<file path="src/rtl/stx_pkg.sv">
package stx_pkg;

   typedef enum logic [0:0] {
      ST_IDLE = 1'b0,
      ST_SEND = 1'b1
   } stx_state_e;

   typedef struct packed {
      logic en;
      logic even;
      logic stick;
   } stx_par_cfg_t;

endpackage

</file>
<file path="src/rtl/stx_queue.sv">
module stx_queue #(
   parameter int DATA_W = 8,
   parameter int DEPTH  = 16
) (
   input  logic              clk,
   input  logic              rst_n,
   input  logic              fifo_en,
   input  logic              wr_en,
   input  logic [DATA_W-1:0] wr_data,
   input  logic              pop,
   output logic [DATA_W-1:0] rd_data,
   output logic              empty,
   output logic              full
);
   localparam int PTR_W = (DEPTH > 1) ? $clog2(DEPTH) : 1;
   localparam int CNT_W = $clog2(DEPTH + 1);
   localparam logic [CNT_W-1:0] CNT_MAX = CNT_W'(DEPTH);

   if (DEPTH < 2) begin : g_bad_depth
      $error("stx_queue: DEPTH must be at least 2");
   end

   logic [DATA_W-1:0] mem [DEPTH];
   logic [PTR_W-1:0]  wr_ptr, rd_ptr, wr_nxt, rd_nxt;
   logic [CNT_W-1:0]  count;
   logic              accept;

   // Pointer advance: free wrap for power-of-two depths, compare otherwise.
   if ((DEPTH & (DEPTH - 1)) == 0) begin : g_wrap_pow2
      assign wr_nxt = wr_ptr + 1'b1;
      assign rd_nxt = rd_ptr + 1'b1;
   end else begin : g_wrap_cmp
      assign wr_nxt = (wr_ptr == PTR_W'(DEPTH - 1)) ? '0 : wr_ptr + 1'b1;
      assign rd_nxt = (rd_ptr == PTR_W'(DEPTH - 1)) ? '0 : rd_ptr + 1'b1;
   end

   // Capacity depends on the mode: all slots, or only one.
   assign empty   = (count == '0);
   assign full    = fifo_en ? (count == CNT_MAX) : !empty;
   assign accept  = wr_en && !full;
   assign rd_data = mem[rd_ptr];

   always_ff @(posedge clk) begin
      if (accept) mem[wr_ptr] <= wr_data;
   end

   always_ff @(posedge clk or negedge rst_n) begin
      if (!rst_n) begin
         wr_ptr <= '0;
         rd_ptr <= '0;
         count  <= '0;
      end else begin
         if (accept) wr_ptr <= wr_nxt;
         if (pop)    rd_ptr <= rd_nxt;
         unique case ({accept, pop})
            2'b10:   count <= count + 1'b1;
            2'b01:   count <= count - 1'b1;
            default: count <= count;
         endcase
      end
   end

   AST_NO_OVERFLOW: assert property (@(posedge clk) disable iff (!rst_n)
      count <= CNT_MAX);
   AST_FULL_DROP: assert property (@(posedge clk) disable iff (!rst_n)
      (full && wr_en && !pop) |=> (count == $past(count)));
   AST_POP_NONEMPTY: assert property (@(posedge clk) disable iff (!rst_n)
      pop |-> !empty);
   AST_HOLD_SINGLE: assert property (@(posedge clk) disable iff (!rst_n)
      (!fifo_en && $past(!fifo_en) && $past(empty)) |-> (count <= CNT_W'(1)));

endmodule

</file>
<file path="src/rtl/stx_parity_sel.sv">
module stx_parity_sel #(
   parameter int DATA_W = 8
) (
   input  logic [DATA_W-1:0]   data,
   input  stx_pkg::stx_par_cfg_t cfg,
   output logic                par_bit
);
   logic ones_odd;

   // Reduction built bit by bit so the width follows DATA_W.
   logic [DATA_W-1:0] chain;
   for (genvar i = 0; i < DATA_W; i++) begin : g_xor
      if (i == 0) begin : g_first
         assign chain[i] = data[i];
      end else begin : g_next
         assign chain[i] = chain[i-1] ^ data[i];
      end
   end
   assign ones_odd = chain[DATA_W-1];

   always_comb begin
      if (cfg.stick)      par_bit = !cfg.even;
      else if (cfg.even)  par_bit = ones_odd;
      else                par_bit = !ones_odd;
   end

endmodule

</file>
<file path="src/rtl/stx_frame_shift.sv">
module stx_frame_shift #(
   parameter int DATA_W        = 8,
   parameter int TICKS_PER_BIT = 16
) (
   input  logic              clk,
   input  logic              rst_n,
   input  logic              brk,
   input  logic              baud_tick,
   input  logic              avail,
   input  logic [DATA_W-1:0] data,
   input  logic              par_en,
   input  logic              par_bit,
   output logic              pop,
   output logic              line,
   output logic              active
);
   import stx_pkg::*;

   localparam int FRM_W  = DATA_W + 3;
   localparam int TCNT_W = $clog2(TICKS_PER_BIT);
   localparam int BIT_W  = $clog2(FRM_W + 1);
   localparam logic [TCNT_W-1:0] TCNT_LAST = TCNT_W'(TICKS_PER_BIT - 1);

   if (TICKS_PER_BIT < 2) begin : g_bad_tpb
      $error("stx_frame_shift: TICKS_PER_BIT must be at least 2");
   end

   stx_state_e        st;
   logic [FRM_W-1:0]  sr;
   logic [TCNT_W-1:0] tcnt;
   logic [BIT_W-1:0]  bidx;
   logic [BIT_W-1:0]  flen;
   logic              bit_end;
   logic              last_bit;

   assign pop      = (st == ST_IDLE) && !brk && avail;
   assign bit_end  = baud_tick && (tcnt == TCNT_LAST);
   assign last_bit = (bidx == flen - 1'b1);
   assign active   = (st == ST_SEND);
   assign line     = active ? sr[0] : 1'b1;

   always_ff @(posedge clk or negedge rst_n) begin
      if (!rst_n) begin
         st   <= ST_IDLE;
         sr   <= '1;
         tcnt <= '0;
         bidx <= '0;
         flen <= BIT_W'(FRM_W - 1);
      end else if (brk) begin
         st   <= ST_IDLE;
         sr   <= '1;
         tcnt <= '0;
         bidx <= '0;
      end else begin
         unique case (st)
            ST_IDLE: begin
               if (avail) begin
                  st   <= ST_SEND;
                  tcnt <= '0;
                  bidx <= '0;
                  if (par_en) begin
                     sr   <= {1'b1, par_bit, data, 1'b0};
                     flen <= BIT_W'(FRM_W);
                  end else begin
                     sr   <= {1'b1, 1'b1, data, 1'b0};
                     flen <= BIT_W'(FRM_W - 1);
                  end
               end
            end
            ST_SEND: begin
               if (baud_tick) begin
                  if (bit_end) begin
                     tcnt <= '0;
                     sr   <= {1'b1, sr[FRM_W-1:1]};
                     if (last_bit) begin
                        st   <= ST_IDLE;
                        bidx <= '0;
                     end else begin
                        bidx <= bidx + 1'b1;
                     end
                  end else begin
                     tcnt <= tcnt + 1'b1;
                  end
               end
            end
            default: st <= ST_IDLE;
         endcase
      end
   end

   AST_BRK_ABORT: assert property (@(posedge clk) disable iff (!rst_n)
      brk |=> !active);
   AST_START_LOW: assert property (@(posedge clk) disable iff (!rst_n)
      $rose(active) |-> !line);
   AST_STOP_HIGH: assert property (@(posedge clk) disable iff (!rst_n)
      (active && bit_end && last_bit) |-> line);
   AST_NO_TICK_HOLD: assert property (@(posedge clk) disable iff (!rst_n)
      (active && !baud_tick && !brk) |=> $stable(line));

endmodule

</file>
<file path="src/rtl/serial_tx_core.sv">
module serial_tx_core #(
   parameter int DATA_W        = 8,
   parameter int FIFO_DEPTH    = 16,
   parameter int TICKS_PER_BIT = 16
) (
   input  logic              clk,
   input  logic              rst_n,
   input  logic              wr_en,
   input  logic [DATA_W-1:0] wr_data,
   input  logic              par_en,
   input  logic              par_even,
   input  logic              par_stick,
   input  logic              fifo_en,
   input  logic              brk,
   input  logic              baud_tick,
   output logic              txd,
   output logic              busy,
   output logic              full
);
   import stx_pkg::*;

   if (DATA_W < 1) begin : g_bad_width
      $error("serial_tx_core: DATA_W must be positive");
   end

   logic [DATA_W-1:0] head;
   logic              q_empty;
   logic              q_pop;
   logic              par_bit;
   logic              line;
   logic              active;
   stx_par_cfg_t      pcfg;

   assign pcfg = '{en: par_en, even: par_even, stick: par_stick};

   stx_queue #(
      .DATA_W (DATA_W),
      .DEPTH  (FIFO_DEPTH)
   ) u_queue (
      .clk     (clk),
      .rst_n   (rst_n),
      .fifo_en (fifo_en),
      .wr_en   (wr_en),
      .wr_data (wr_data),
      .pop     (q_pop),
      .rd_data (head),
      .empty   (q_empty),
      .full    (full)
   );

   stx_parity_sel #(
      .DATA_W (DATA_W)
   ) u_parity (
      .data    (head),
      .cfg     (pcfg),
      .par_bit (par_bit)
   );

   stx_frame_shift #(
      .DATA_W        (DATA_W),
      .TICKS_PER_BIT (TICKS_PER_BIT)
   ) u_shift (
      .clk       (clk),
      .rst_n     (rst_n),
      .brk       (brk),
      .baud_tick (baud_tick),
      .avail     (!q_empty),
      .data      (head),
      .par_en    (pcfg.en),
      .par_bit   (par_bit),
      .pop       (q_pop),
      .line      (line),
      .active    (active)
   );

   assign txd  = brk ? 1'b0 : line;
   assign busy = active || !q_empty;

   AST_IDLE_HIGH: assert property (@(posedge clk) disable iff (!rst_n)
      (!busy && !brk) |-> txd);
   AST_BRK_NO_START: assert property (@(posedge clk) disable iff (!rst_n)
      (brk && !active) |=> !active);

endmodule

</file>
<file path="config.mk">
export PLATFORM = sky130hd
export DESIGN_NAME = serial_tx_core
export DESIGN_NICKNAME = d
export VERILOG_FILES = /design/src/rtl/stx_pkg.sv /design/src/rtl/stx_queue.sv /design/src/rtl/stx_parity_sel.sv /design/src/rtl/stx_frame_shift.sv /design/src/rtl/serial_tx_core.sv
export SDC_FILE = /design/constraint.sdc
export NUM_CORES = 1
export LEC_CHECK = 0
export BUFFER_PORTS_ARGS = -buffer_cell sky130_fd_sc_hd__buf_2
export CAP_MARGIN = 20
export CORE_MARGIN = 10
export CORE_UTILIZATION = 25
export CTS_CLUSTER_DIAMETER = 50
export DETAILED_ROUTE_END_ITERATION = 10
export PLACE_DENSITY = 0.37
export SETUP_SLACK_MARGIN = 0.02
export SKIP_LAST_GASP = 1
export SYNTH_ARGS = -nofsm -noshare
export SYNTH_HDL_FRONTEND = slang
export SYNTH_SLANG_ARGS = --single-unit
</file>
<file path="constraint.sdc">
create_clock -name clk -period 4.5 [get_ports clk]
set_input_delay 0.675 -clock clk [delete_from_list [all_inputs] [get_ports clk]]
set_output_delay 0.675 -clock clk [all_outputs]
set_load 0.02 [all_outputs]
</file>
==> flow_summary_export.csv, run 1 <==
group,metric,value,unit
die,io_pins,20,
logic_synthesis,synth_seq_area_share,68.6,%
setup_path,critPathLaunchType,"register",
power_and_ir_drop,peakVddDrop,0.270,mV
cts,root_buffer,"clkbuf_16",
setup_path,crit_chain,"or4_1, nor2_1, a21oi_1, nor2b_1, inv_1, ha_1, inv_1, fa_1, inv_1, a21o_1, a21oi_1, xnor2_1, nor2_1, xor2_1",
sta,tns,0,ns
setup_path,path_buf_inv,3,
sta,final.min_clock_period,3.65,ns
logic_synthesis,synthCells,415,
place,port_buffers,19,
sta,skew,0.0115,ns
sta,tightest_slew,0.919,ns
cts,clk_latency,0.43,ns
logic_synthesis,syn_nets,444,
logic_synthesis,synth_seq_cells,161,
die,core,26900,µm²
grt,grt_pass1_wl,23.9,mm
setup_path,crit_path_frequent_cell,"inv_1",
power_and_ir_drop,p_total,4980,µW
finish,mostFrequentLayoutCell,"edfxtp_1",
cts,cts_resized,0,
detailed_routing,wire_per_inst,19.2,µm
power_and_ir_drop,p_int,3280,µW
sta,fmax,274,MHz
detailed_routing,firstDrtPassIters,4,
logic_synthesis,yosys_most_used_dff,"edfxtp_1",
sta,grt_setup_unrepaired,"no",
logic_synthesis,synthArstFlopShare,20.5,%
logic_synthesis,yosys_warnings,0,
die,rows,60,
sta,finalMaxSlewViolations,0,
setup_path,critPathCaptureType,"register",
logic_synthesis,ys_types,44,
cts,cts_sinks,161,
sta,hold_viol,0,
die,die_h,185,µm
grt,grt_pass1_vias,3815,
power_and_ir_drop,power_frac_seq,38.9,%
cts,clk_pin_slew,0.07,ns
finish,area_delta_synth_final,16.1,%
setup_path,cpMaxStageDelayCell,"nor2b_1",
power_and_ir_drop,clkPwrFrac,29.5,%
power_and_ir_drop,switching_share,34.0,%
setup_path,crit_arrival,3.96,ns
die,dieArea,34300,µm²
finish,nets,472,
cts,clockBufferDepth,2,
cts,cts_tree,"built",
setup_path,worst-path-stages,14,
power_and_ir_drop,p_sw,1700,µW
grt,grt_max_degree,36,
setup_path,crit_family,"simple AND/OR/NAND/NOR gates",
detailed_routing,drt_iter0_markers,205,
die,die_width,185,µm
setup_path,ff2ff_path_depth,14,
finish,layout-drive-gt1-share,21.9,%
hold_path,hp-class,"primary input to asynchronous set/reset pin",
grt,antenna_found_initial,1,
cts,cts_buffers,17,
detailed_routing,drt-total-wl,15.3,mm
power_and_ir_drop,p_per_area,629,nW/µm²
sta,period_share,81.0,%
logic_synthesis,syn_area_per_cell,16.4,µm²
place,dp_hpwl,9.77,mm
sta,setup_viol,0,
finish,diodes,0,
cts,htreeDepth,4,
power_and_ir_drop,p_leak,0.00272,µW
detailed_routing,via_per_inst,4.46,
detailed_routing,route.detailed.drc,0,
cts,hold_buffers,0,
run_status,status,"finished, final reports clean",
setup_path,path_max_fanout,9,
detailed_routing,ant_nets,0,
grt,grt_usage,9.52,%
logic_synthesis,syn-cell-area,6820,µm²
setup_path,slowest_delay,0.58,ns
setup_path,critPathKind,"register to register",
cts,postCtsSetupBuffers,0,
flow_run,cap_violations,0,
detailed_routing,vias,3554,
place,gp_congestion,0.721,
power_and_ir_drop,pwr-share-comb,31.6,%
setup_path,worstPathRequired,4.81,ns
sta,max_slew_margin,38.5,%
finish,mostFrequentLayoutCells,"128 x edfxtp_1, 33 x nand2_1, 26 x nor2_1, 22 x mux4_2, 22 x dfrtp_1",
logic_synthesis,synth_edf_count,128,
die,start_util,25.4,%
grt,grt-ovfl-total,0,
## layout make-up
| cell class | count | area [µm²] |
|---|---|---|
| timing repair buffer | 30 | 190 |
| multi-input combinational | 222 | 1960 |
| fill | 2659 | 19000 |
| sequential | 161 | 4680 |
| inverter | 11 | 41.3 |
| clock inverter | 15 | 190 |
| tap | 341 | 427 |
| clock buffer | 17 | 425 |
## power by group through the flow
| stage | Combinational, µW | Sequential (µW) | Clock (µW) |
|---|---|---|---|
| global placement | 1630 | 1960 | 0 |
| floorplan | 1280 | 1890 | 0 |
| CTS | 1630 | 1940 | 1510 |
| global route | 1740 | 1960 | 1580 |
| finish | 1570 | 1940 | 1470 |
| detailed placement | 1620 | 1970 | 0 |
## registers in the layout, indices dropped and copies added (netlist names), 4 cells and up
signal / flops
u_shift.sr: 10
u_shift.bidx: 4
u_queue.rd_ptr: 4
u_queue.wr_ptr: 4
u_queue.mem: 128
u_queue.count: 5
u_shift.tcnt: 4
## metrics by stage
| stage | utilization [%] | setup slack (ns) | hold slack [ns] | cell area [µm²] | instances |
|---|---|---|---|---|---|
| global placement | 27.2 | 0.968 | 0.463 | 7300 | 765 |
| floorplan | - | 1.41 | 0.379 | 6820 | 415 |
| CTS | 29.5 | 0.841 | 0.348 | 7920 | 797 |
| finish | 29.5 | 0.854 | 0.328 | 7920 | 797 |
| detailed placement | 27.2 | 0.851 | 0.472 | 7300 | 765 |
| global route | 29.5 | 0.484 | 0.368 | 7920 | 797 |
## metal layers
metal	global-route usage [%]	vias up	share of wire, %
met1	11.9	1817	46
met3	2.16	19	3.2
met2	15.8	60	50
met5	0	-	0.078
met4	3.32	2	1.2
li1	-	1656	-
## final timing paths
kind,start,end,slack [ns]
worst min-delay path,rst_n,u_queue.count[0]$_DFFE_PN0P_,0.33
min in group clk,u_shift.bidx[3]$_DFFE_PN0P_,u_shift.bidx[3]$_DFFE_PN0P_,0.48
worst min register to register,u_shift.bidx[3]$_DFFE_PN0P_,u_shift.bidx[3]$_DFFE_PN0P_,0.48
max in group asynchronous,rst_n,u_queue.rd_ptr[0]$_DFFE_PN0P_,3.64
worst max register to register,u_queue.count[0]$_DFFE_PN0P_,u_queue.count[4]$_DFFE_PN0P_,0.85
worst max-delay path,u_queue.count[0]$_DFFE_PN0P_,u_queue.count[4]$_DFFE_PN0P_,0.85
## kinds of logic (layout without fill, tap and decap cells)
kind of cell             count (synthesis)  after routing  synth area share, %
adder cells (fa/ha/maj)                 12             12                 2.31
flip-flops                             161            161                 68.6
AO/OA/AOI/OAI                           60             60                 5.69
buffers and inverters                   32             73                 2.66
AND/OR/NAND/NOR                         95             95                 6.42
XOR/XNOR                                19             19                 2.55
multiplexers                            36             36                 11.7
## synth_stat cells, types with 9 or more instances
master	count	area share [%]
inv_1	11	0.61
dfrtp_1	23	8.4
edfxtp_1	128	56
ha_1	11	2.0
mux4_2	22	7.3
o21ai_0	18	1.3
xnor2_1	14	1.8
mux4_1	10	3.9
nand2_1	33	1.8
a22oi_1	16	1.8
and2_1	9	0.83
dfstp_2	10	3.9
clkbuf_1	9	0.50
nor2_1	26	1.4
(Power assumes the default switching activity.)
==> inputs of run 2 (changes only) <==
--- a/config.mk
+++ b/config.mk
@@ -11,7 +11,7 @@
 export CORE_UTILIZATION = 25
 export CTS_CLUSTER_DIAMETER = 50
 export DETAILED_ROUTE_END_ITERATION = 10
-export PLACE_DENSITY = 0.37
+export PLACE_DENSITY = 0.38
 export SETUP_SLACK_MARGIN = 0.02
 export SKIP_LAST_GASP = 1
 export SYNTH_ARGS = -nofsm -noshare
==> constraint.sdc (replaced) <==
create_clock -name clk -period 2.9 [get_ports clk]
set_input_delay 0.435 -clock clk [delete_from_list [all_inputs] [get_ports clk]]
set_output_delay 0.435 -clock clk [all_outputs]
set_load 0.02 [all_outputs]
==> run 2 against run 1 <==
Die area stayed put; clock power is 50% higher; core utilization is 0.70 points higher; largest cell class unchanged.
==> flow_summary_export.csv, run 2 (synthesized netlist as in run 1, its figures left out) <==
group,metric,value,unit
sta,tns,0,ns
grt,grt_pass1_vias,3816,
setup_path,worstPathRequired,3.20,ns
place,placedInstanceArea,7460,µm²
finish,area_delta_synth_final,18.9,%
die,start_util,25.4,%
sta,period_share,92.3,%
grt,grt_pass1_wl,23.3,mm
grt,antenna_found_initial,0,
grt,grt_usage,9.28,%
sta,setup_viol,0,
setup_path,critPathKind,"register to register",
hold_path,hp-class,"primary input to asynchronous set/reset pin",
cts,cts_sinks,161,
cts,cts_tree,"built",
power_and_ir_drop,p_total,7830,µW
sta,skew,0.0155,ns
die,core,26900,µm²
detailed_routing,route.detailed.drc,0,
sta,hold_viol,0,
die,dieArea,34300,µm²
sta,fmax,374,MHz
cts,clk_pin_slew,0.07,ns
grt,grt-ovfl-total,0,
cts,htreeDepth,4,
detailed_routing,wire_per_inst,18.7,µm
grt,grt_max_degree,36,
setup_path,critPathCaptureType,"register",
cts,hold_buffers,0,
finish,largest_reg_flops,128,
place,dp.cells,781,
detailed_routing,vias,3658,
power_and_ir_drop,peakVddDrop,0.446,mV
setup_path,ff2ff_path_depth,11,
cts,cts_buffers,17,
finish,mostFrequentLayoutCells,"128 x edfxtp_1, 33 x nand2_1, 30 x buf_4, 25 x nor2_1",
setup_path,path_max_fanout,7,
sta,max_slew_margin,47.3,%
power_and_ir_drop,p_per_area,966,nW/µm²
sta,final.min_clock_period,2.68,ns
finish,fillers,2679,
sta,grt_setup_unrepaired,"no",
cts,root_buffer,"clkbuf_16",
detailed_routing,firstDrtPassIters,4,
sta,tightest_slew,0.790,ns
finish,instances_no_fill,819,
setup_path,critPathLaunchType,"register",
finish,top_regs,"u_queue.mem: 128 flops, u_shift.sr: 10 flops, u_queue.count: 5 flops",
die,rows,60,
finish,multiInputGateArea,2000,µm²
finish,layout-drive-gt1-share,27.0,%
cts,clk_latency,0.43,ns
detailed_routing,ant_nets,0,
finish,mostFrequentLayoutCell,"edfxtp_1",
place,port_buffers,19,
sta,finalMaxSlewViolations,0,
cts,clockBufferDepth,2,
die,die_h,185,µm
run_status,status,"finished, final reports clean",
die,io_pins,20,
detailed_routing,drt_iter0_markers,273,
finish,regArea,4680,µm²
finish,diodes,0,
finish,top_register,"u_queue.mem",
detailed_routing,via_per_inst,4.47,
power_and_ir_drop,p_leak,0.00284,µW
detailed_routing,drt-total-wl,15.3,mm
finish,nets,494,
finish,postLayoutCellArea,8110,µm²
die,die_width,185,µm
place,gp_congestion,0.746,
setup_path,crit_arrival,2.97,ns
flow_run,cap_violations,0,
place,dp_hpwl,9.64,mm
## run 2: path summary, 6_finish.rpt
kind	startpoint	to	slack, ns
min in group clk	par_en	u_shift.flen[0]$_DFFE_PN0P_	0.30
min	rst_n	u_shift.tcnt[2]$_DFFE_PN0P_	0.09
min reg2reg	u_shift.sr[3]$_DFFE_PN1P_	u_shift.sr[3]$_DFFE_PN1P_	0.48
max in group asynchronous	rst_n	u_queue.rd_ptr[0]$_DFFE_PN0P_	2.26
max reg2reg	u_queue.count[2]$_DFFE_PN0P_	u_queue.count[4]$_DFFE_PN0P_	0.22
max	u_queue.count[2]$_DFFE_PN0P_	u_queue.count[4]$_DFFE_PN0P_	0.22
## run 2: area by class of cell
| class | count | share of cell area [%] |
|---|---|---|
| Inverter | 11 | 0.509 |
| Timing Repair Buffer | 52 | 4.58 |
| Tap cell | 341 | 5.26 |
| Clock inverter | 15 | 2.02 |
| Sequential cell | 161 | 57.8 |
| Clock buffer | 17 | 5.25 |
| Multi-Input combinational cell | 222 | 24.6 |
## run 2: where the power goes
part           leakage [µW]  total, µW  switching (µW)  internal [µW]
combinational       0.00100       2650            1390           1260
clock              0.000289       2210            1050           1160
sequential          0.00155       2970             176           2790
total               0.00284       7830            2620           5220
## run 2: timing repair
item | CTS | global route
endpoints found under the setup margin | 0 | 1
setup buffers | 0 | 6
resized for setup | 0 | 6
## run 2: worst max-delay path, stage by stage (launching register included)
cell	delay [ns]
dfrtp_1	0.41
or4_4	0.59
nor2_4	0.14
buf_6	0.14
nor3_1	0.06
ha_2	0.22
ha_1	0.32
a21o_1	0.18
a21oi_2	0.14
xnor2_1	0.12
nor2_1	0.07
xor2_1	0.16
## run 2: through the flow
step	util (%)	hold WS, ns	setup WS, ns
finish	30.2	0.0912	0.224
global route	30.2	0.161	0.0363
CTS	29.9	0.108	0.0861
detailed placement	27.8	0.472	0.111
global placement	27.8	0.454	0.120
floorplan	-	0.139	0.0459
## run 2: routing by layer
layer  global-route usage [%]  share of wire (%)
met1                     12.7                 49
met2                     14.3                 46
met3                     2.27                3.9
met4                     2.63               0.93
met5                        0                  0
